### config.mk
export PLATFORM = sky130hd
export DESIGN_NAME = usb_dma_fifo_port
export DESIGN_NICKNAME = d
export VERILOG_FILES = /design/src/rtl/usb_dfp_pkg.sv /design/src/rtl/dfp_cfg_regs.sv /design/src/rtl/dfp_xfer_cnt.sv /design/src/rtl/dfp_tx_ctl.sv /design/src/rtl/dfp_rx_clr.sv /design/src/rtl/usb_dma_fifo_port.sv
export SDC_FILE = /design/constraint.sdc
export NUM_CORES = 1
export LEC_CHECK = 0
export BUFFER_PORTS_ARGS = -buffer_cell sky130_fd_sc_hd__buf_2
export CORE_MARGIN = 2
export CORE_UTILIZATION = 53
export DETAILED_ROUTE_END_ITERATION = 12
export GPL_TIMING_DRIVEN = 0
export PLACE_DENSITY = 0.8
export SLEW_MARGIN = 20
export SYNTH_ARGS = -nofsm -noshare
export SYNTH_HDL_FRONTEND = slang
export SYNTH_SLANG_ARGS = --single-unit
### constraint.sdc
create_clock -name clk_i -period 6.5 [get_ports clk_i]
set_input_delay 1.625 -clock clk_i [delete_from_list [all_inputs] [get_ports clk_i]]
set_output_delay 1.625 -clock clk_i [all_outputs]
set_load 0.03 [all_outputs]
### src/rtl/usb_dfp_pkg.sv
package usb_dfp_pkg;
  typedef enum logic [1:0] {
    W_BYTE = 2'd0,
    W_HALF = 2'd1,
    W_WORD = 2'd2,
    W_WALT = 2'd3
  } acc_width_e;

  typedef struct packed {
    acc_width_e width;
    logic       tend_en;
    logic       zlp_en;
    logic       aclr_en;
    logic       bfre;
  } port_mode_t;

  function automatic logic [2:0] width_bytes(acc_width_e w);
    case (w)
      W_BYTE:  width_bytes = 3'd1;
      W_HALF:  width_bytes = 3'd2;
      default: width_bytes = 3'd4;
    endcase
  endfunction
endpackage

### src/rtl/dfp_cfg_regs.sv
module dfp_cfg_regs
  import usb_dfp_pkg::*;
#(
  parameter int PIPE_W = 3
) (
  input  logic              clk_i,
  input  logic              rst_ni,
  input  logic              we_i,
  input  logic [PIPE_W-1:0] pipe_i,
  input  port_mode_t        mode_i,
  input  logic              busy_i,
  output logic [PIPE_W-1:0] pipe_o,
  output port_mode_t        mode_o,
  output logic              restart_o,
  output logic              err_o
);
  logic [PIPE_W-1:0] pipe_q;
  port_mode_t        mode_q;
  logic              err_q;

  assign restart_o = we_i & ~busy_i;

  always_ff @(posedge clk_i or negedge rst_ni) begin
    if (!rst_ni) begin
      pipe_q <= '0;
      mode_q <= '0;
      err_q  <= 1'b0;
    end else begin
      err_q <= we_i & busy_i & (pipe_i != pipe_q);
      if (restart_o) begin
        pipe_q <= pipe_i;
        mode_q <= mode_i;
      end
    end
  end

  assign pipe_o = pipe_q;
  assign mode_o = mode_q;
  assign err_o  = err_q;

  p_pipe_locked_r5: assert property (@(posedge clk_i) disable iff (!rst_ni)
    busy_i |=> $stable(pipe_o));
endmodule

### src/rtl/dfp_xfer_cnt.sv
module dfp_xfer_cnt #(
  parameter int CNT_W = 11
) (
  input  logic             clk_i,
  input  logic             rst_ni,
  input  logic             clr_i,
  input  logic             step_en_i,
  input  logic [2:0]       step_i,
  input  logic [CNT_W-1:0] limit_i,
  output logic             hit_o,
  output logic [CNT_W-1:0] cnt_after_o
);
  logic [CNT_W-1:0] cnt_q;
  logic [CNT_W:0]   sum;

  assign sum         = {1'b0, cnt_q} + {{(CNT_W-2){1'b0}}, step_i};
  assign hit_o       = step_en_i & (sum >= {1'b0, limit_i});
  assign cnt_after_o = hit_o ? '0 : (step_en_i ? sum[CNT_W-1:0] : cnt_q);

  always_ff @(posedge clk_i or negedge rst_ni) begin
    if (!rst_ni)    cnt_q <= '0;
    else if (clr_i) cnt_q <= '0;
    else            cnt_q <= cnt_after_o;
  end
endmodule

### src/rtl/dfp_tx_ctl.sv
module dfp_tx_ctl #(
  parameter int CNT_W = 11
) (
  input  logic             clk_i,
  input  logic             rst_ni,
  input  logic             tx_i,
  input  logic             end_i,
  input  logic             zlp_en_i,
  input  logic             hit_i,
  input  logic [CNT_W-1:0] cnt_after_i,
  output logic             release_o,
  output logic             commit_o,
  output logic             zlp_o
);
  logic commit_q, zlp_q;

  // short packet released by end strobe
  assign release_o = tx_i & end_i & (cnt_after_i != '0);

  always_ff @(posedge clk_i or negedge rst_ni) begin
    if (!rst_ni) begin
      commit_q <= 1'b0;
      zlp_q    <= 1'b0;
    end else begin
      commit_q <= (tx_i & hit_i) | release_o;
      zlp_q    <= tx_i & zlp_en_i & end_i & (cnt_after_i == '0);
    end
  end

  assign commit_o = commit_q;
  assign zlp_o    = zlp_q;

  p_commit_tx_only_r6: assert property (@(posedge clk_i) disable iff (!rst_ni)
    commit_o |-> $past(tx_i));
  p_zlp_tx_only_r11: assert property (@(posedge clk_i) disable iff (!rst_ni)
    zlp_o |-> $past(tx_i && zlp_en_i && end_i));
endmodule

### src/rtl/dfp_rx_clr.sv
module dfp_rx_clr (
  input  logic clk_i,
  input  logic rst_ni,
  input  logic restart_i,
  input  logic aclr_i,
  input  logic bfre_i,
  input  logic done_i,
  input  logic evt_i,
  output logic clr_o
);
  logic rd_pend_q, ev_pend_q, clr_q;
  logic rd_any, ev_any, fire;

  assign rd_any = rd_pend_q | done_i;
  assign ev_any = ev_pend_q | evt_i;
  assign fire   = aclr_i & (bfre_i ? (rd_any & ev_any) : done_i);

  always_ff @(posedge clk_i or negedge rst_ni) begin
    if (!rst_ni) begin
      rd_pend_q <= 1'b0;
      ev_pend_q <= 1'b0;
      clr_q     <= 1'b0;
    end else begin
      clr_q <= fire;
      if (restart_i || fire || !(aclr_i && bfre_i)) begin
        rd_pend_q <= 1'b0;
        ev_pend_q <= 1'b0;
      end else begin
        rd_pend_q <= rd_any;
        ev_pend_q <= ev_any;
      end
    end
  end

  assign clr_o = clr_q;

  p_clr_armed_r9: assert property (@(posedge clk_i) disable iff (!rst_ni)
    clr_o |-> $past(aclr_i));
  p_clr_waits_read_r10: assert property (@(posedge clk_i) disable iff (!rst_ni)
    (clr_o && $past(bfre_i)) |-> $past(rd_pend_q || done_i));
endmodule

### src/rtl/usb_dma_fifo_port.sv
module usb_dma_fifo_port
  import usb_dfp_pkg::*;
#(
  parameter int NUM_PIPES = 8,
  parameter int CNT_W     = 11,
  localparam int PIPE_W   = $clog2(NUM_PIPES)
) (
  input  logic                 clk_i,
  input  logic                 rst_ni,
  input  logic                 cfg_we_i,
  input  logic [PIPE_W-1:0]    cfg_pipe_i,
  input  logic [1:0]           cfg_width_i,
  input  logic                 cfg_tend_en_i,
  input  logic                 cfg_zlp_en_i,
  input  logic                 cfg_aclr_en_i,
  input  logic                 cfg_bfre_i,
  input  logic [NUM_PIPES-1:0] pipe_tx_i,
  input  logic [NUM_PIPES-1:0] buf_ready_i,
  input  logic [CNT_W-1:0]     maxp_i,
  input  logic [CNT_W-1:0]     rx_cnt_i,
  input  logic                 dack_i,
  input  logic                 dend_i,
  input  logic                 evt_done_i,
  output logic                 dreq_o,
  output logic [PIPE_W-1:0]    cur_pipe_o,
  output logic                 commit_o,
  output logic                 zlp_o,
  output logic                 clr_o,
  output logic                 sel_err_o
);
  port_mode_t        mode_in, mode;
  logic [PIPE_W-1:0] sel;
  logic              restart, sel_ok, is_tx, ready;
  logic              busy_q, hold_q, dack_ok, end_s, hit, release_s;
  logic [CNT_W-1:0]  limit, cnt_after;

  assign mode_in = '{width:   acc_width_e'(cfg_width_i),
                     tend_en: cfg_tend_en_i,
                     zlp_en:  cfg_zlp_en_i,
                     aclr_en: cfg_aclr_en_i,
                     bfre:    cfg_bfre_i};

  dfp_cfg_regs #(.PIPE_W(PIPE_W)) u_cfg (
    .clk_i, .rst_ni,
    .we_i(cfg_we_i), .pipe_i(cfg_pipe_i), .mode_i(mode_in), .busy_i(busy_q),
    .pipe_o(sel), .mode_o(mode), .restart_o(restart), .err_o(sel_err_o)
  );

  assign sel_ok  = (sel != '0);
  assign is_tx   = pipe_tx_i[sel];
  assign ready   = buf_ready_i[sel];
  assign dack_ok = dack_i & sel_ok;
  assign end_s   = dend_i & sel_ok & mode.tend_en & (busy_q | dack_ok);
  assign limit   = is_tx ? maxp_i : rx_cnt_i;

  dfp_xfer_cnt #(.CNT_W(CNT_W)) u_cnt (
    .clk_i, .rst_ni,
    .clr_i(restart | (end_s & is_tx)),
    .step_en_i(dack_ok),
    .step_i(width_bytes(mode.width)),
    .limit_i(limit),
    .hit_o(hit),
    .cnt_after_o(cnt_after)
  );

  dfp_tx_ctl #(.CNT_W(CNT_W)) u_tx (
    .clk_i, .rst_ni,
    .tx_i(is_tx), .end_i(end_s), .zlp_en_i(mode.zlp_en),
    .hit_i(hit), .cnt_after_i(cnt_after),
    .release_o(release_s), .commit_o(commit_o), .zlp_o(zlp_o)
  );

  dfp_rx_clr u_rx (
    .clk_i, .rst_ni,
    .restart_i(restart),
    .aclr_i(mode.aclr_en & ~is_tx & sel_ok),
    .bfre_i(mode.bfre),
    .done_i(hit & ~is_tx),
    .evt_i(evt_done_i),
    .clr_o(clr_o)
  );

  always_ff @(posedge clk_i or negedge rst_ni) begin
    if (!rst_ni) begin
      busy_q <= 1'b0;
      hold_q <= 1'b0;
    end else begin
      if (dend_i)       busy_q <= 1'b0;
      else if (dack_ok) busy_q <= 1'b1;
      // hold until bank handover seen as ready low
      if (restart)                 hold_q <= 1'b0;
      else if (hit || release_s)   hold_q <= 1'b1;
      else if (!ready)             hold_q <= 1'b0;
    end
  end

  assign dreq_o     = sel_ok & ready & ~hold_q & ~hit;
  assign cur_pipe_o = sel;

  p_pipe0_idle_r1: assert property (@(posedge clk_i) disable iff (!rst_ni)
    (cur_pipe_o == '0) |-> !dreq_o);
  p_fill_drop_r4: assert property (@(posedge clk_i) disable iff (!rst_ni)
    (hit && !cfg_we_i) |=> !dreq_o);
  p_no_ready_no_req_r2: assert property (@(posedge clk_i) disable iff (!rst_ni)
    !buf_ready_i[cur_pipe_o] |-> !dreq_o);
  p_excl_pulses_r11: assert property (@(posedge clk_i) disable iff (!rst_ni)
    !(clr_o && (commit_o || zlp_o)));
endmodule

======== Word-level counts from Yosys, hierarchy flattened ========
Cells that the tools add are included.
storage, ports and cells
  bits in registers ....................... 28
  bits of input ports ..................... 53
  output and inout bits ................... 8
  word-level logic and storage cells ...... 79
operators by class
  add/sub/neg operators ................... 1
  $lt $le $gt $ge ......................... 2
  equality and inequality tests ........... 3
  muxes and demuxes ....................... 17
  bitwise operators ....................... 31
  reductions and logical operators ........ 10
operator list
  kind                                                                  count
  11-bit two-way mux                                                    4
  1-bit AND                                                             22
  11-bit by 3-bit adder with 12-bit output                              1
  12-bit by 11-bit greater-or-equal comparator with 1-bit output        1
  11-bit zero test                                                      1
  11-bit nonzero test                                                   1
  1-bit two-way mux                                                     10
  1-bit binary-select mux with 3-bit select                             2
  3-bit one-hot mux with 2 select lines                                 1
  1-bit bitwise OR                                                      5
  3-bit by 4-bit < comparator with 1-bit output, second input constant  1
  1-bit inverter                                                        4
  1-bit logical OR                                                      3
  3-bit by 2-bit != test with 1-bit output, second input constant       1
  3-bit != test                                                         1
  3-bit nonzero test                                                    1
  2-bit by 1-bit == test with 1-bit output, second input constant       1
  2-bit zero test                                                       1
  2-bit nonzero test                                                    1
  1-bit logical AND                                                     1
  1-bit zero test                                                       1

======== Logic depth before layout (Yosys ltp) ========
Gate-level depths: netlist of run 1.
  word-level depth ........................ 13
  depth in mapped cells ................... 17

======== Modules after synthesis ========
A second synthesis of run 1 with hierarchy kept.
second synthesis, totals
  cell total of the unflattened synthesis .. 226
  area, all modules ....................... 2354.8 µm²
by module, submodules not included
  module             instances  cells each  area each (µm²)  sequential area each (µm²)
  dfp_xfer_cnt       1          137         1239.9           275.3
  dfp_cfg_regs       1          26          455.4            250.2
  usb_dma_fifo_port  1          40          411.6            50.0
  dfp_rx_clr         1          11          125.1            75.1
  dfp_tx_ctl         1          12          122.6            50.0

======== Worst setup path after synthesis of run 1 ========
No wires, ideal clock.
  kind .................................... input to output
  start point ............................. in pipe_tx_i[3]
  end point ............................... out dreq_o
  arrival time ............................ 4.691 ns
  slack ................................... 0.184 ns
  stages on the path ...................... 9
  path buffers ............................ 0
  cells stage by stage .................... mux4_2 > mux2i_4 > mux2_2 > ha_1 > nand2b_1 > a2111oi_0 > or4_1 > o211ai_4 > nor4_1
between the ends
  word-level cells in the longest chain between the ends .. 7
ends and longest elaborated chain
  what                                                            line                     text
  from (decl)                                                     usb_dma_fifo_port.sv:17  input logic [NUM_PIPES-1:0] pipe_tx_i,
  1-bit binary-select mux with 3-bit select                       usb_dma_fifo_port.sv:50  assign is_tx = pipe_tx_i[sel];
  1-bit two-way mux (not written as such)                         usb_dma_fifo_port.sv:50
  11-bit two-way mux                                              usb_dma_fifo_port.sv:54  assign limit = is_tx ? maxp_i : rx_cnt_i;
  12-bit by 11-bit greater-or-equal comparator with 1-bit output  dfp_xfer_cnt.sv:17       assign hit_o = step_en_i & (sum >= {1'b0, limit_i});
  1-bit AND                                                       dfp_xfer_cnt.sv:17
  1-bit inverter                                                  usb_dma_fifo_port.sv:97  assign dreq_o = sel_ok & ready & ~hold_q & ~hit;
  1-bit AND                                                       usb_dma_fifo_port.sv:97
  to (decl)                                                       usb_dma_fifo_port.sv:24  output logic dreq_o,
Every way passes these cells. The select of a mux whose other input is x is not followed.

======== Worst setup path after layout of run 1 ========
Ends and elaborated chain as after synthesis.

==> results of run 1 <==
[where the power goes]
| part | switching, mW | total (mW) | internal (mW) | leakage [nW] |
|---|---|---|---|---|
| logic | 0.145 | 0.259 | 0.114 | 0.864 |
| clock network | 0.0582 | 0.141 | 0.0826 | 0.0357 |
| registers | 0.0117 | 0.202 | 0.191 | 0.372 |
[final timing paths]
| kind | startpoint | end | slack [ns] | cells past startpoint |
|---|---|---|---|---|
| worst max-delay path | pipe_tx_i[3] | dreq_o | 0.22 | 12 |
| worst min-delay path | u_cfg.mode_o[1] | u_cfg.mode_o[1] | 0.48 | 2 |
| worst max register to register | u_cfg.mode_o[5] | u_cnt.cnt_q[6] | 2.50 | 16 |
| worst min register to register | u_cfg.mode_o[1] | u_cfg.mode_o[1] | 0.48 | 2 |
| max in group asynchronous | rst_ni | u_cfg.mode_o[4] | 4.73 | 1 |
| min in group asynchronous | rst_ni | u_cnt.cnt_q[7] | 1.35 | 1 |
[metrics by stage]
step / instance area [µm²] / hold slack [ns] / setup WS (ns)
after CTS: 2700 / 0.4901 / 0.1493
after global routing: 2703 / 0.5159 / 0.04140
after detailed placement: 2629 / 0.4623 / 0.1444
after global placement: 2629 / 0.4594 / 0.1845
final: 2703 / 0.4839 / 0.2195
after floorplan: 2266 / 0.4453 / 0.1843
[cell usage after synthesis, drive strengths merged, types with 2 or more instances]
cell type   n  area [µm²]
nand2      37       138.9
dfrtp      28       700.7
nor2       20       122.6
ha         14       175.2
xnor2      14       122.6
mux2i      13       142.6
a21oi      10       83.83
clkbuf      8       30.03
nand3       8       40.04
buf         7       67.56
inv         7       26.28
nor3        7       35.03
xor2        7       61.31
mux4        4       90.09
nand2b      4       25.02
nor2b       4       25.02
o211ai      4       43.79
a211oi      3       27.52
nand4       3       18.77
nor4        3       18.77
o21ai       3       15.01
o22ai       3       18.77
or3         3       28.78
a31oi       2       12.51
and2        2       15.02
and4        2       17.52
o21a        2       15.01
o31ai       2       42.54
or4         2       15.01
[sequential cells by signal (all words and copies together) (netlist names)]
name,count
u_cfg.pipe_o,3
u_tx.commit_o,1
u_tx.zlp_o,1
u_cnt.cnt_q,11
u_rx.ev_pend_q,1
u_cfg.err_o,1
u_cfg.mode_o,6
hold_q,1
u_rx.clr_o,1
u_rx.rd_pend_q,1
busy_q,1
[layout by cell type (no fill, tap or decap), drive strengths merged, types with 3 or more instances in the layout]
| cell | n |
|---|---|
| o22ai | 3 |
| nand2b | 4 |
| o211ai | 4 |
| a21oi | 10 |
| mux4 | 4 |
| a211oi | 3 |
| or3 | 3 |
| dfrtp | 28 |
| nand3 | 8 |
| clkbuf | 12 |
| nand2 | 37 |
| nor4 | 3 |
| nor3 | 7 |
| ha | 14 |
| xor2 | 7 |
| nand4 | 3 |
| xnor2 | 14 |
| buf | 66 |
| nor2b | 4 |
| mux2i | 13 |
| inv | 7 |
| nor2 | 20 |
| o21ai | 3 |
[area by class of cell]
type	count	area, µm²	share of cell area
Timing Repair Buffer	60	300.3	0.1111
Multi-Input combinational cell	185	1441	0.5333
Inverter	7	26.28	0.009722
Sequential cell	28	700.7	0.2593
Clock inverter	1	30.03	0.01111
Tap cell	50	62.56	0.02315
Buffer	15	100.1	0.03704
Clock buffer	3	41.29	0.01528
[routing by layer]
| layer | global-route usage | vias to the layer above | share of wire |
|---|---|---|---|
| met5 | 0 | - | 0 |
| met4 | 0.05664 | 0 | 0.0094 |
| met3 | 0.04506 | 8 | 0.050 |
| met2 | 0.3889 | 56 | 0.51 |
| met1 | 0.2737 | 899 | 0.43 |
| li1 | - | 963 | - |
[worst min-delay path, cell delays in order, from the launching register on]
cell,delay (ns)
sky130_fd_sc_hd__dfrtp_1,0.35
sky130_fd_sc_hd__nand2_1,0.05
sky130_fd_sc_hd__nand2_1,0.05
[timing repair]
action | 4_1_cts | 5_1_grt
setup endpoints to repair | 0 | 1
endpoints found under the hold margin | 0 | 0
resized for setup | 0 | 1
[logic make-up (layout without fill, tap and decap cells)]
logic type,Yosys count,in the layout
compound gates,33,33
xor+xnor,21,21
simple gates,98,98
flops,28,28
mux,18,18
buf+inv,22,86
fa+ha+maj,15,15
==> out/qor.yml, run 1 <==
run_status:
  run_status: "finished, final reports clean"
cts:
  post-cts-setup-buffers: 0
  cts-buffers-inserted: 3
  clock_sink_count: 28
  cts_tree: "built"
  clkTransAtPathRegs_ns: 0.10
  cts-hold-fix-buffers: 0
  ctsLongestPathBuffers: 2
  clock-root-buffer: "sky130_fd_sc_hd__clkbuf_8"
  cts-htree-levels: 1
  clk_latency_ns: 0.28
grt:
  grt.overflow.total: 0
  grt_pass1_wl_mm: 8.721
  grt_pass1_vias: 1992
  antenna_found_initial: 0
  grt_usage: 0.2202
  grt_max_degree: 29
timing:
  fmax_ghz: 0.1592
  final-max-slew-violation-count: 0
  worstMarginPinSlew_ns: 0.7188
  post_route_minimum_period_ns: 6.280
  report.final.hold_viol_count: 0
  setup_viol: 0
  max_slew_margin: 0.5179
  layout_worst_path_cycle_share: 0.9662
  setup_repair_after_global_routing_missed_its_margin: "no"
  fin_setup_tns_ns: 0
  fin_skew_ns: 0.002366
worst_setup_path:
  cp_top_family: "multiplexers"
  setup.worst_path.class: "in -> out"
  crit_path_frequent_cell: "sky130_fd_sc_hd__buf_2"
  crit_fanout: 10
  setup.worst_path.start_class: "input pin"
  critical_path.slowest_cell: "sky130_fd_sc_hd__or4_1"
  max_stage_delay_ns: 0.57
  worstPathArrival_ns: 4.66
  cp_data_required_time_ns: 4.88
  worstPathBufferInverterCount: 3
  crit_path_cell_trace: "buf_2 > mux4_2 > mux2i_4 > clkbuf_4 > mux2i_1 > ha_1 > o21a_1 > o211ai_1 > or4_1 > o211ai_4 > nor4_1 > buf_2"
  endpoint_kind: "primary output"
synth:
  synth_area_in_compound_gates: 0.1303
  synth_xor_area_frac: 0.08117
  ys.warnings.count: 0
  synthesis.area_um2: 2266
  post_synth.cell_area_avg_um2: 9.642
  synth_top_family_by_area: "simple AND/OR/NAND/NOR gates"
  synth_area_in_simple_gates: 0.2308
  synth_async_sr_flop_share: 1.000
  synthFlopType: "sky130_fd_sc_hd__dfrtp_1"
  mapped_nets: 303
  yosys.cell_types.count: 49
  synth-seq-cells: 28
  cells_after_synthesis: 235
  edff_count_synth: 0
  yosys-mux-area-fraction: 0.1077
  synth-seq-area-share: 0.3092
  synth-adder-area-share: 0.08614
cells_and_area:
  final_std_cells_w_o_fill: 349
  diodes: 0
  area_added_between_synthesis_and_finish_pct: 19.27
  number_of_fillers_in_the_final_layout: 347
  final_layout_size_suffix_gt1_frac: 0.3110
  post-route-util: 0.6661
  fin_nets: 368
floorplanning:
  fp-row-count: 23
  pin_count: 61
  die_width_um: 69.39
  start_util: 0.5584
  die_height_um: 69.39
  die_area_um2: 4814
  fp.coreArea_um2: 4058
route:
  wl_per_cell_um: 14.00
  drt_iter0_markers: 113
  route.detailed.vias_per_inst: 5.519
  wirelength_mm: 4.887
  1st_pass_router_iterations: 4
  postRouteAntennaNets: 0
  drcViolationCount: 0
  detailroute.via_count: 1926
placed_design:
  place.port_buffers: 60
  dp_wirelength_mm: 3.710
  gp_congestion: 0.8678
  dp_cells: 345
min_path:
  min_path_type: "reg -> reg"
pwr:
  power_mw: 0.6021
  max-vdd-ir-drop_uv: 183.2
  power_density_nw_per_um2: 222.8
  power.leakage_nw: 1.271
job:
  max-cap-violations: 0
(Power assumes the default switching activity.)
==> inputs of run 2 (changes only) <==
Settings changed: ABC_AREA set to 1, CORE_UTILIZATION 53 to 55, CTS_BUF_LIST set to sky130_fd_sc_hd__clkbuf_8, PLACE_DENSITY 0.8 to 0.83.
Clock period 6.5 ns to 5.9 ns, I/O delays scaled along.
==> run 2 against run 1 <==
Against the previous run: combinational power is 7.7% higher; die area decreased by 4.1%; highest routed layer unchanged; sequential share of layout area increased by 0.34 points.
==> out/qor.yml, run 2 <==
worst_setup_path:
  crit_fanout: 10  # unchanged
  critical_path.slowest_cell: "sky130_fd_sc_hd__buf_4"
  cp_data_required_time_ns: 4.43  # -0.45 ns
  reg2reg_from: "u_cfg.mode_o[5]"
  crit_path_frequent_cell: "sky130_fd_sc_hd__nand2_1"
  ff2ff_path_depth: 21  # +5
  max_stage_delay_ns: 0.27  # -0.30 ns
  reg2reg_to: "hold_q"
  cp_top_family: "simple AND/OR/NAND/NOR gates"
  endpoint_kind: "primary output"
  setup.worst_path.start_class: "input pin"
  setup.worst_path.class: "in -> out"
  crit_path_cell_trace: "buf_2 > o21ai_0 > o221ai_1 > nand2_2 > buf_4 > mux2i_1 > ha_1 > nand2_1 > nand2_1 > a21oi_1 > nand2_1 > nor2_1 > nand3_2 > nand2_4 > inv_2 > nor3_1 > buf_2"
  critPathLaunch: "pipe_tx_i[1]"
  worstPathArrival_ns: 3.93  # -0.73 ns
  worstSetupPathDepth: 17  # +5
  internal_reg_to_reg_setup_slack_ns: 2.37  # -0.13 ns
  worstPathBufferInverterCount: 4  # +1
route:
  wl_per_cell_um: 11.44  # -18%
  1st_pass_router_iterations: 4  # unchanged
  postRouteAntennaNets: 0  # unchanged
  wirelength_mm: 4.759  # -2.6%
  drcViolationCount: 0  # unchanged
  route.detailed.vias_per_inst: 5.099  # -7.6%
  detailroute.via_count: 2121  # +10%
  drt_iter0_markers: 92  # -19%
grt:
  grt_usage: 0.2301  # +0.009858
  grt_pass1_vias: 1990  # -0.10%
  grt_pass1_wl_mm: 8.093  # -7.2%
  grt.overflow.total: 0  # unchanged
  antenna_found_initial: 0  # unchanged
  grt_max_degree: 29  # unchanged
floorplanning:
  pin_count: 61  # unchanged
  fp.coreArea_um2: 3971  # -2.1%
  die_area_um2: 4618  # -4.1%
  die_width_um: 67.96  # -2.1%
  start_util: 0.5665  # +0.008044
  die_height_um: 67.96  # -2.1%
  fp-row-count: 23  # unchanged
synth:
  synthesis.area_um2: 2250  # -0.72%
  synth-seq-cells: 28  # unchanged
  ys.warnings.count: 0  # unchanged
  yosys.cell_types.count: 39  # -20%
  mapped_nets: 370  # +22%
  cells_after_synthesis: 302  # +29%
  synth_async_sr_flop_share: 1.000  # unchanged
  synthFlopType: "sky130_fd_sc_hd__dfrtp_1"
  synth-seq-area-share: 0.3115  # +0.002236
  netlist_top_cells_area: "sky130_fd_sc_hd__dfrtp_1, sky130_fd_sc_hd__nand2_1, sky130_fd_sc_hd__ha_1, sky130_fd_sc_hd__nor2_1, sky130_fd_sc_hd__inv_1"
  edff_count_synth: 0  # unchanged
  synth.cells.most_frequent: "sky130_fd_sc_hd__nand2_1, sky130_fd_sc_hd__nor2_1, sky130_fd_sc_hd__inv_1"
  post_synth.cell_area_avg_um2: 7.449  # -23%
  synth_top_area_share: 0.3115  # +0.002236
  synth_largest_area_cell: "sky130_fd_sc_hd__dfrtp_1"
  leading_cell_type_by_number_of_instances_after_synthesis: "sky130_fd_sc_hd__nand2_1"
pwr:
  clock_power_share: 0.188  # -0.046
  seq_power_share: 0.363  # +0.027
  pwr-share-comb: 0.449  # +0.019
  power.leakage_nw: 1.491  # +17%
  net-switching-power_mw: 0.2431  # +13%
  power.share.switching: 0.3911  # +0.03445
  max-vdd-ir-drop_uv: 180.5  # -1.5%
  power.internal_mw: 0.3786  # -2.3%
  power_density_nw_per_um2: 233.1  # +4.6%
timing:
  report.final.hold_viol_count: 0  # unchanged
  max_slew_margin: 0.5959  # +0.07803
  fmax_ghz: 0.1850
  fin_setup_tns_ns: 0  # unchanged
  whs_ns: 0.4974  # +0.01349 ns
  post_route_minimum_period_ns: 5.407
  setup_repair_after_global_routing_missed_its_margin: "no"
  final-max-slew-violation-count: 0  # unchanged
  layout_worst_path_cycle_share: 0.9164
  fin_skew_ns: 0.003297  # +0.0009309 ns
  worstMarginPinSlew_ns: 0.6061  # -0.1127 ns
  setup_viol: 0  # unchanged
job:
  max-cap-violations: 0  # unchanged
cts:
  clk_latency_ns: 0.27  # about the same
  post_cts_resize_count: 0  # unchanged
  post-cts-setup-buffers: 0  # unchanged
  clock-root-buffer: "sky130_fd_sc_hd__clkbuf_8"
  cts-htree-levels: 1  # unchanged
  clkTransAtPathRegs_ns: 0.09  # about the same
  cts-buffers-inserted: 3  # unchanged
  clock_sink_count: 28  # unchanged
  cts-hold-fix-buffers: 0  # unchanged
  ctsLongestPathBuffers: 2  # unchanged
  cts_tree: "built"
cells_and_area:
  layout.cells.most_common_list: "sky130_fd_sc_hd__nand2_1, sky130_fd_sc_hd__buf_2, sky130_fd_sc_hd__nor2_1"
  fin_nets: 435  # +18%
  diodes: 0  # unchanged
  area_added_between_synthesis_and_finish_pct: 18.58
  registers.top_by_ff_count: "u_cnt.cnt_q"
  mostFrequentLayoutCell: "sky130_fd_sc_hd__nand2_1"
  final_std_cells_w_o_fill: 416  # +19%
  final_layout_size_suffix_gt1_frac: 0.2951  # -0.01595
  number_of_fillers_in_the_final_layout: 350  # +0.86%
  max_reg_flops: 11  # unchanged
  post-route-util: 0.6717  # +0.005658
min_path:
  min_delay_worst_endpoint: "u_cfg.mode_o[2]"
  hold_depth: 2  # unchanged
  min_path_type: "reg -> reg"
  hold_path_startpoint: "u_cfg.mode_o[2]"
placed_design:
  dp_wirelength_mm: 3.890  # +4.9%
  place.port_buffers: 60  # unchanged
  dp_cells: 412  # +19%
  gp_congestion: 0.8458  # -2.5%
run_status:
  run_status: "finished, final reports clean"
[run 2: worst max-delay path by stage]
stage	endpoint	slack (ns)
2_1_floorplan	dreq_o	0.58
3_3_place_gp	dreq_o	0.50
3_5_place_dp	dreq_o	0.49
4_1_cts	dreq_o	0.47
5_1_grt	dreq_o	0.28
6_report	dreq_o	0.49
[run 2: power by group through the flow]
stage	sequential (mW)	clock, mW	combinational (mW)
final	0.226	0.117	0.279
after global routing	0.229	0.126	0.318
after CTS	0.226	0.118	0.283
after detailed placement	0.230	0	0.281
after global placement	0.229	0	0.273
after floorplan	0.236	0	0.199
[run 2: kinds of logic (layout without fill, tap and decap cells)]
logic type	count (synthesis)	after routing	share of synthesized area
multiplexers	11	11	0.04950
flip-flops	28	28	0.3115
AND/OR/NAND/NOR	154	154	0.3248
AO/OA/AOI/OAI	44	44	0.1190
XOR/XNOR	7	7	0.03059
buffers and inverters	43	107	0.07787
adder cells (fa/ha/maj)	15	15	0.08676
[run 2: worst reg2reg max path, stage by stage (launching register included)]
cell and delay (ns):
sky130_fd_sc_hd__dfrtp_1 0.43, sky130_fd_sc_hd__nor2_1 0.10, sky130_fd_sc_hd__ha_1 0.23, sky130_fd_sc_hd__inv_1 0.07, sky130_fd_sc_hd__fa_1 0.44, sky130_fd_sc_hd__o21ai_4 0.25
sky130_fd_sc_hd__nand2_2 0.08, sky130_fd_sc_hd__nor2_2 0.12, sky130_fd_sc_hd__nand4_1 0.11, sky130_fd_sc_hd__and2_1 0.19, sky130_fd_sc_hd__ha_1 0.32, sky130_fd_sc_hd__nand3_1 0.11
sky130_fd_sc_hd__nor2_1 0.17, sky130_fd_sc_hd__nand3_2 0.09, sky130_fd_sc_hd__nand3_2 0.10, sky130_fd_sc_hd__nand2_4 0.09, sky130_fd_sc_hd__o21ai_1 0.12, sky130_fd_sc_hd__nand2_1 0.08
sky130_fd_sc_hd__nor2_2 0.12, sky130_fd_sc_hd__nand2_2 0.06, sky130_fd_sc_hd__nand2_2 0.08, sky130_fd_sc_hd__a21oi_2 0.05
[run 2: metal layers]
metal  vias up  GRT usage  wire [µm]
met5         -          0          0
met4         0    0.06750         60
met2        56     0.4393       2318
met1       950     0.2731       2167
li1       1108          -          -
met3         7    0.01645        213
[run 2: through the flow]
stage                     setup slack [ns]  cell area (µm²)  power, mW
after detailed placement            0.4870             2613     0.5110
after global placement              0.5005             2613     0.5028
after floorplan                     0.5825             2250     0.4342
after CTS                           0.4708             2668     0.6266
final                               0.4932             2668     0.6217
after global routing                0.2781             2668     0.6723
[run 2: layout make-up]
cell class / instances / area, µm² / area share
Multi-Input combinational cell: 231 / 1374 / 0.5150
Sequential cell: 28 / 700.7 / 0.2627
Timing Repair Buffer: 60 / 300.3 / 0.1126
Inverter: 37 / 138.9 / 0.05206
Tap cell: 50 / 62.56 / 0.02345
Clock buffer: 4 / 55.05 / 0.02064
Buffer: 6 / 36.28 / 0.01360
==> inputs of run 3 (changes only) <==
Settings changed: CORE_UTILIZATION 55 to 50, PLACE_DENSITY 0.83 to 0.77, SETUP_SLACK_MARGIN set to 0.5.
==> run 3 against run 2 <==
Against the previous run: clock power shrank 15%; cell count grew 1.2%; critical path depth is the same; core utilization shrank 5.1 points; fmax grew 4.7%; first-iteration DRC count grew 1.1%; sequential power is essentially flat; worst hold slack lost 0.0073 ns; critical path type unchanged; largest cell class unchanged.
==> out/qor.yml, run 3 (synthesis results as in run 2) <==
placed_design:
  dp_cells: 414  # +0.49%
  dp_wirelength_mm: 3.970  # +2.1%
  gp_congestion: 0.8354  # -1.2%
  place.port_buffers: 60  # unchanged
  post-place-ws_ns: 0.4125  # -0.07454 ns
timing:
  post_route_minimum_period_ns: 5.166  # -0.2410 ns
  final_critical_path_setup_slack_ns: 0.7342  # +0.2410 ns
  setup_repair_after_global_routing_missed_its_margin: "no"
  worstMarginPinSlew_ns: 0.6006  # -0.005513 ns
  layout_worst_path_cycle_share: 0.8756  # -0.04085
  fin_skew_ns: 0.002718  # -0.0005792 ns
  fmax_ghz: 0.1936  # +4.7%
  whs_ns: 0.4901  # -0.007293 ns
  max_slew_margin: 0.5996  # +0.003675
  report.final.hold_viol_count: 0  # unchanged
  final-max-slew-violation-count: 0  # unchanged
  fin_setup_tns_ns: 0  # unchanged
  setup_viol: 0  # unchanged
grt:
  grt_max_degree: 29  # unchanged
  antenna_found_initial: 0  # unchanged
  grt.overflow.total: 0  # unchanged
  grt_pass1_wl_mm: 8.618  # +6.5%
  grt_usage: 0.2075  # -0.02261
  grt_pass1_vias: 2082  # +4.6%
route:
  wirelength_mm: 5.001  # +5.1%
  drt_iter0_markers: 93  # +1.1%
  wl_per_cell_um: 11.88  # +3.8%
  drcViolationCount: 0  # unchanged
  postRouteAntennaNets: 0  # unchanged
  1st_pass_router_iterations: 4  # unchanged
  wl_met3_um: 267  # +25%
  detailroute.via_count: 2150  # +1.4%
  route.detailed.vias_per_inst: 5.107  # +0.16%
  highest-signal-layer: "met4"
  met1_length_mm: 2.281  # +5.3%
  met2WireLength_mm: 2.403  # +3.7%
run_status:
  run_status: "finished, final reports clean"
cts:
  ctsLongestPathBuffers: 2  # unchanged
  cts-hold-fix-buffers: 0  # unchanged
  cts-htree-levels: 1  # unchanged
  cts_tree: "built"
  cts-buffers-inserted: 3  # unchanged
  clkTransAtPathRegs_ns: 0.09  # about the same
  clock-root-buffer: "sky130_fd_sc_hd__clkbuf_8"
  clock_sink_count: 28  # unchanged
  clk_latency_ns: 0.27  # about the same
cells_and_area:
  diodes: 0  # unchanged
  post-route-util: 0.6204  # -0.05131
  mostFrequentLayoutCell: "sky130_fd_sc_hd__nand2_1"
  area_added_between_synthesis_and_finish_pct: 20.08
  final_std_cells_w_o_fill: 421  # +1.2%
  number_of_fillers_in_the_final_layout: 408  # +17%
  layout.cells.most_common_list: "sky130_fd_sc_hd__nand2_1, sky130_fd_sc_hd__buf_2, sky130_fd_sc_hd__nor2_1"
  max_reg_flops: 11  # unchanged
  fin_nets: 439  # +0.92%
  registers.top_by_ff_count: "u_cnt.cnt_q"
  final_layout_size_suffix_gt1_frac: 0.3035  # +0.008441
pwr:
  power.leakage_nw: 1.505  # +0.95%
  power_density_nw_per_um2: 228.9  # -1.8%
  max-vdd-ir-drop_uv: 159.2  # -12%
worst_setup_path:
  crit_fanout: 10  # unchanged
  setup.worst_path.start_class: "input pin"
  internal_reg_to_reg_setup_slack_ns: 2.25  # -0.12 ns
  reg2reg_to: "hold_q"
  worstPathArrival_ns: 3.69  # -0.24 ns
  setup.worst_path.class: "in -> out"
  ff2ff_path_depth: 22  # +4.8%
  endpoint_kind: "primary output"
  cp_data_required_time_ns: 4.43  # about the same
  reg2reg_from: "u_cfg.mode_o[5]"
floorplanning:
  die_width_um: 71.08  # +4.6%
  start_util: 0.5167  # -0.04981
  pin_count: 61  # unchanged
  die_area_um2: 5052  # +9.4%
  die_height_um: 71.08  # +4.6%
  fp.coreArea_um2: 4354  # +9.6%
  fp-row-count: 24  # +4.3%
min_path:
  min_delay_worst_endpoint: "u_cfg.mode_o[1]"
  hold_depth: 2  # unchanged
  hold_path_startpoint: "u_cfg.mode_o[1]"
  min_path_type: "reg -> reg"
job:
  max-cap-violations: 0  # unchanged
## run 3: timing repair
item                       4_1_cts  5_1_grt
resized for setup                1        5
pin swaps                        1        3
setup endpoints to repair        1        1
buffers inserted                 1        3
## run 3: how the worst max path moves through the flow
stage | endpoint | slack [ns] | startpoint | depth (start not counted)
finish | dreq_o | 0.73 | pipe_tx_i[2] | 17
global route | dreq_o | 0.50 | pipe_tx_i[2] | 17
CTS | dreq_o | 0.61 | pipe_tx_i[5] | 17
detailed placement | dreq_o | 0.41 | pipe_tx_i[5] | 17
global placement | dreq_o | 0.46 | pipe_tx_i[2] | 17
floorplan | dreq_o | 0.58 | pipe_tx_i[5] | 15
## run 3: layout make-up
class                      instances  area (µm²)  share of cell area
multi-input combinational        231        1379              0.5104
sequential                        28       700.7              0.2594
timing repair buffer              64       332.8              0.1232
inverter                          37       138.9             0.05141
tap                               52       65.06             0.02409
buffer                             6       43.79             0.01621
clock buffer                       3       41.29             0.01528
## run 3: per-stage QoR
step           instance area, µm²  total power, mW
5_1_grt                      2701           0.6690
3_5_place_dp                 2615           0.5133
6_report                     2701           0.6184
3_3_place_gp                 2615           0.5051
2_1_floorplan                2250           0.4342
4_1_cts                      2668           0.6173
## run 3: worst max-delay path: stages
cell	delay, ns
sky130_fd_sc_hd__buf_2	0.09
sky130_fd_sc_hd__o21ai_0	0.15
sky130_fd_sc_hd__o221ai_1	0.15
sky130_fd_sc_hd__nand2_2	0.13
sky130_fd_sc_hd__buf_8	0.17
sky130_fd_sc_hd__mux2i_1	0.20
sky130_fd_sc_hd__ha_1	0.27
sky130_fd_sc_hd__nand2_1	0.08
sky130_fd_sc_hd__nand2_1	0.04
sky130_fd_sc_hd__a21oi_1	0.13
sky130_fd_sc_hd__nand2_1	0.07
sky130_fd_sc_hd__nor2_1	0.12
sky130_fd_sc_hd__nand3_2	0.11
sky130_fd_sc_hd__nand2_4	0.11
sky130_fd_sc_hd__inv_2	0.06
sky130_fd_sc_hd__nor3_2	0.14
sky130_fd_sc_hd__buf_4	0.19
## run 3: routing by layer
metal / track usage / vias up
li1: - / 1117
met1: 0.2702 / 969
met2: 0.3769 / 58
met3: 0.01282 / 6
met4: 0.05031 / 0
met5: 0 / -
## run 3: power by group
| part | internal [mW] | total (mW) | switching (mW) |
|---|---|---|---|
| Clock | 0.0457 | 0.0998 | 0.0540 |
| Sequential | 0.210 | 0.227 | 0.0162 |
| Combinational | 0.116 | 0.292 | 0.176 |
